`src/rtl/gpio_setclr_pkg.sv`:
```
package gpio_setclr_pkg;

  localparam logic [7:0] OFS_LVL_SET = 8'h00;
  localparam logic [7:0] OFS_LVL_CLR = 8'h10;
  localparam logic [7:0] OFS_DRV_ON  = 8'h20;
  localparam logic [7:0] OFS_DRV_OFF = 8'h30;
  localparam logic [7:0] OFS_PIN_RD  = 8'h40;

  typedef enum logic [2:0] {
    OP_NONE,
    OP_LVL_SET,
    OP_LVL_CLR,
    OP_DRV_ON,
    OP_DRV_OFF,
    OP_PIN_RD
  } reg_op_e;

endpackage

```
`src/rtl/gpio_reg_decode.sv`:
```
module gpio_reg_decode
  import gpio_setclr_pkg::*;
#(
  parameter int ADDR_W = 8
) (
  input  logic              sel,
  input  logic              we,
  input  logic [ADDR_W-1:0] addr,
  output reg_op_e           op
);

  always_comb begin
    op = OP_NONE;
    if (sel) begin
      if (we) begin
        if      (addr == ADDR_W'(OFS_LVL_SET)) op = OP_LVL_SET;
        else if (addr == ADDR_W'(OFS_LVL_CLR)) op = OP_LVL_CLR;
        else if (addr == ADDR_W'(OFS_DRV_ON))  op = OP_DRV_ON;
        else if (addr == ADDR_W'(OFS_DRV_OFF)) op = OP_DRV_OFF;
      end else if (addr == ADDR_W'(OFS_PIN_RD)) begin
        op = OP_PIN_RD;
      end
    end
  end

endmodule

```
`src/rtl/gpio_setclr_bits.sv`:
```
module gpio_setclr_bits #(
  parameter int WIDTH = 32
) (
  input  logic             clk,
  input  logic             rst,
  input  logic [WIDTH-1:0] set_mask,
  input  logic [WIDTH-1:0] clr_mask,
  output logic [WIDTH-1:0] bits_q
);

  for (genvar i = 0; i < WIDTH; i++) begin : g_bit
    always_ff @(posedge clk) begin
      if (rst)              bits_q[i] <= 1'b0;
      else if (set_mask[i]) bits_q[i] <= 1'b1;
      else if (clr_mask[i]) bits_q[i] <= 1'b0;
    end
  end

endmodule

```
`src/rtl/gpio_in_sync.sv`:
```
module gpio_in_sync #(
  parameter int WIDTH  = 32,
  parameter int STAGES = 2
) (
  input  logic             clk,
  input  logic             rst,
  input  logic [WIDTH-1:0] async_in,
  output logic [WIDTH-1:0] sync_out
);

  logic [WIDTH-1:0] stage_q [STAGES];

  for (genvar s = 0; s < STAGES; s++) begin : g_stage
    if (s == 0) begin : g_first
      always_ff @(posedge clk) begin
        if (rst) stage_q[s] <= '0;
        else     stage_q[s] <= async_in;
      end
    end else begin : g_next
      always_ff @(posedge clk) begin
        if (rst) stage_q[s] <= '0;
        else     stage_q[s] <= stage_q[s-1];
      end
    end
  end

  assign sync_out = stage_q[STAGES-1];

endmodule

```
`src/rtl/gpio_setclr_port.sv`:
```
module gpio_setclr_port
  import gpio_setclr_pkg::*;
#(
  parameter int NUM_PINS    = 32,
  parameter int ADDR_W      = 8,
  parameter int SYNC_STAGES = 2
) (
  input  logic                clk,
  input  logic                rst,
  input  logic                bus_sel,
  input  logic                bus_we,
  input  logic [ADDR_W-1:0]   bus_addr,
  input  logic [NUM_PINS-1:0] bus_wdata,
  output logic [NUM_PINS-1:0] bus_rdata,
  output logic                bus_ready,
  output logic [NUM_PINS-1:0] pin_out,
  output logic [NUM_PINS-1:0] pin_oe,
  input  logic [NUM_PINS-1:0] pin_in
);

  localparam logic [NUM_PINS-1:0] NO_BITS = '0;

  reg_op_e             op;
  logic [NUM_PINS-1:0] lvl_set, lvl_clr, drv_on, drv_off;
  logic [NUM_PINS-1:0] pins_sync;

  gpio_reg_decode #(.ADDR_W(ADDR_W)) u_dec (
    .sel  (bus_sel),
    .we   (bus_we),
    .addr (bus_addr),
    .op   (op)
  );

  assign lvl_set = (op == OP_LVL_SET) ? bus_wdata : NO_BITS;
  assign lvl_clr = (op == OP_LVL_CLR) ? bus_wdata : NO_BITS;
  assign drv_on  = (op == OP_DRV_ON)  ? bus_wdata : NO_BITS;
  assign drv_off = (op == OP_DRV_OFF) ? bus_wdata : NO_BITS;

  gpio_setclr_bits #(.WIDTH(NUM_PINS)) u_level (
    .clk      (clk),
    .rst      (rst),
    .set_mask (lvl_set),
    .clr_mask (lvl_clr),
    .bits_q   (pin_out)
  );

  gpio_setclr_bits #(.WIDTH(NUM_PINS)) u_drive (
    .clk      (clk),
    .rst      (rst),
    .set_mask (drv_on),
    .clr_mask (drv_off),
    .bits_q   (pin_oe)
  );

  gpio_in_sync #(.WIDTH(NUM_PINS), .STAGES(SYNC_STAGES)) u_sync (
    .clk      (clk),
    .rst      (rst),
    .async_in (pin_in),
    .sync_out (pins_sync)
  );

  always_ff @(posedge clk) begin
    if (rst) begin
      bus_ready <= 1'b0;
      bus_rdata <= '0;
    end else begin
      bus_ready <= bus_sel;
      bus_rdata <= (op == OP_PIN_RD) ? pins_sync : NO_BITS;
    end
  end

endmodule

```
`config.mk`:
```
export PLATFORM = sky130hd
export DESIGN_NAME = gpio_setclr_port
export DESIGN_NICKNAME = d
export VERILOG_FILES = /design/src/rtl/gpio_setclr_pkg.sv /design/src/rtl/gpio_reg_decode.sv /design/src/rtl/gpio_setclr_bits.sv /design/src/rtl/gpio_in_sync.sv /design/src/rtl/gpio_setclr_port.sv
export SDC_FILE = /design/constraint.sdc
export NUM_CORES = 1
export LEC_CHECK = 0
export BUFFER_PORTS_ARGS = -buffer_cell sky130_fd_sc_hd__buf_2
export CAP_MARGIN = 0
export CORE_ASPECT_RATIO = 0.75
export CORE_MARGIN = 2
export CORE_UTILIZATION = 45
export DETAILED_ROUTE_END_ITERATION = 6
export PLACE_DENSITY = 0.74
export REMOVE_ABC_BUFFERS = 1
export SLEW_MARGIN = 20
export SYNTH_ARGS = -nofsm -noshare
export SYNTH_HDL_FRONTEND = slang
export SYNTH_SLANG_ARGS = --single-unit
export TNS_END_PERCENT = 10
```
`constraint.sdc`:
```
create_clock -name clk -period 2 [get_ports clk]
set_input_delay 0.4 -clock clk [delete_from_list [all_inputs] [get_ports clk]]
set_output_delay 0.4 -clock clk [all_outputs]
set_load 0.01 [all_outputs]
```
==> impl_results.md <==
- Run status: finished, final reports clean
- # rows: 33
- #FFs+latches synth: 161
- Area Overhead vs Synth: 32.9%
- R2R depth: 3
- Largest area contributor in the netlist: dfxtp_1
- Tmin final: 1940 ps
- Switching power share of the total: 0.219
- Fin util: 0.623
- Clock-pin slew on the worst setup and hold paths: 70 ps
- Yosys warns: 0
- Final hold vios: 0
- Root Buffer: clkbuf_16
- Die width: 128 µm
- CP Depth: 6
- Crit share post-route: 0.969
- Number of enable flip-flop cells after synthesis: 0
- Global route overflow: 0
- Max Cap Viol: 0
- Max Clock Freq: 516 MHz
- Placed Area: 6280 µm²
- Slew @ Worst Pin: 447 ps
- Finish-stage setup viols: 0
- Post-synth top flop: dfxtp_1
- Critical path's slowest cell: or4b_1
- Worst EP required: 2350 ps
- Kind of cell adding the most delay to the critical path: simple AND/OR/NAND/NOR gates
- Die ar.: 12400 µm²
- Mapped Avg Cell Area: 10.6 µm²
- Drt via density: 4.79
- Worst hold start: pin_in[2]
- RSZ-0062 raised after global routing: false
- Diodes inserted: 0
- RR Endpoint: u_drive.bits_q[3]
- Relative slew margins: 0.702
- Post-Synthesis Cells: 491
- Placeable Area: 11100 µm²
- Layout Nets: 742
- First-pass DRT Iterations: 5
- Worst Setup End Kind: flop
- CTS buffer count: 17
- Reg power frac: 0.483
- Postcts setup bufs: 0
- Synth cell count leaders: dfxtp_1, nor2b_1, a21oi_1, nand2b_1
- Area fraction of the dominant cell type after synthesis: 0.622
- Initial antenna violation count: 0
- Port Buf Inserts: 172
- Worst R2R Setup Slack: 1250 ps
- Crit path kind: input port to flop
- Tot GR Track Use: 0.190
- CP max stage delay: 580 ps
- Vias: 3927
- Hold-fix buffers at CTS: 0
- Yosys cell types: 17
- Clk pwr share: 0.483
- Final Wtd Congestion: 0.735
- Syn Std Cell Area: 5180 µm²
- Pleak: 3.44 nW
- Design Area, Final: 6890 µm²
- CTS HTree Levels: 4
- WP buf/inv: 2
- Antenna viol nets, final: 0
- Die span in y: 96.9 µm
- Largest net degree at the start of global routing: 72
- Synth top area cells: dfxtp_1, nor2b_1, a21oi_1, a21o_1, nand2b_1
- WL final: 11500 µm
- CP max FO: 16
- Starting density of the core: 0.468
- Clock Latency Late Sink: 410 ps
- CTS tree: built
- Detailed Place HPWL: 7860 µm
- PwrDens: 986 nW/µm²
- Asr flop ratio synth: 0
- Number of global-route vias before repair: 3838
- Psw: 0.00149 W
- IO Pins: 173
- Maximum vdd ir drop: 0.000534 V
- CP startpoint kind: input port
- Avg WL per Cell: 14.1 µm
- CTS resizes: 0
- First-pass GRT wire length: 18700 µm
- Clock Path Buffers: 2
- Layout cells sized above 1: 0.330
- Slew Viols, Final: 0
- Min-Delay Path Depth: 2
- Most numerous cell in the Yosys netlist: dfxtp_1
- Post-synthesis sequential area ratio: 0.622
- Worst r2r src: u_drive.bits_q[3]
- Worst path cell trace: buf_2 -> or4b_1 -> or4_4 -> nor4b_4 -> buf_4 -> and2_1
- Worst min path class: input port to flop
- CTS Sinks: 161
- Comb pwr share: 0.034
- Starting DRT DRC Count: 196
- Total power: 0.00679 W
- Critical Path AT: 2280 ps
- Worst Slack Setup Final: 61.9 ps
- Place WS: -353 ps
- Hold endpoint: u_sync.stage_q[0][2]
- Skew final: 5.30 ps
- Post-route DRC: 0
- Cell-internal power: 0.00530 W
[worst max path at each step]
stage	startpoint	endpoint	slack [ps]
floorplan	bus_addr[7]	u_level.bits_q[0]	-1860
global placement	bus_addr[7]	bus_rdata[11]	-340
detailed placement	bus_addr[7]	bus_rdata[30]	-350
CTS	bus_addr[7]	bus_rdata[30]	50
global route	bus_addr[7]	bus_rdata[31]	3
finish	bus_addr[7]	bus_rdata[22]	60
[routing by layer]
| layer | GRT usage | vias to the layer above | share of wire |
|---|---|---|---|
| met5 | 0 | - | 0 |
| met4 | 0.0626 | 0 | 0.0076 |
| met3 | 0.0586 | 8 | 0.068 |
| met2 | 0.307 | 126 | 0.46 |
| met1 | 0.241 | 1832 | 0.46 |
| li1 | - | 1961 | - |
[flip-flops by register name, summed over array words and instances, names as in the netlist]
register / cells
u_sync.stage_q: 64
u_level.bits_q: 32
u_drive.bits_q: 32
bus_rdata: 32
bus_ready: 1
[metrics by stage]
stage	hold slack, ps	std cells	setup TNS, ps
4_1_cts	177	819	0
3_3_place_gp	407	787	-24070
3_5_place_dp	411	787	-25260
6_report	191	819	0
5_1_grt	191	819	0
2_1_floorplan	406	462	-128280
[cells in the final DEF, fill, tap and decap left out, types with 4 or more instances in the layout]
master	netlist	layout
nor2b_1	97	97
a21oi_1	96	96
buf_2	0	171
dfxtp_1	161	161
and2_1	32	32
buf_4	3	9
inv_6	0	4
inv_8	0	4
clkbuf_16	0	17
buf_12	0	5
nand2b_1	33	33
a21o_1	32	32
[area by class of cell]
type / instances / area (µm²)
tap: 140 / 175
fill: 925 / 4180
clock inverter: 14 / 166
multi-input combinational: 301 / 1860
timing repair buffer: 185 / 1020
sequential: 161 / 3220
clock buffer: 18 / 439
[cells by family after synthesis]
kind of cell           Yosys count  share of synthesized area
flip-flops                     161                      0.622
AND/OR/NAND/NOR                172                      0.213
AO/OA/AOI/OAI                  129                      0.141
buffers and inverters           29                     0.0239
[power groups by stage]
| stage | logic, W | registers (W) | clock network [W] |
|---|---|---|---|
| detailed placement | 0.000228 | 0.00335 | 0 |
| global placement | 0.000221 | 0.00335 | 0 |
| CTS | 0.000230 | 0.00328 | 0.00335 |
| floorplan | 0.0000612 | 0.00335 | 0 |
| finish | 0.000229 | 0.00328 | 0.00328 |
| global route | 0.000252 | 0.00328 | 0.00349 |
(Power assumes the default switching activity.)
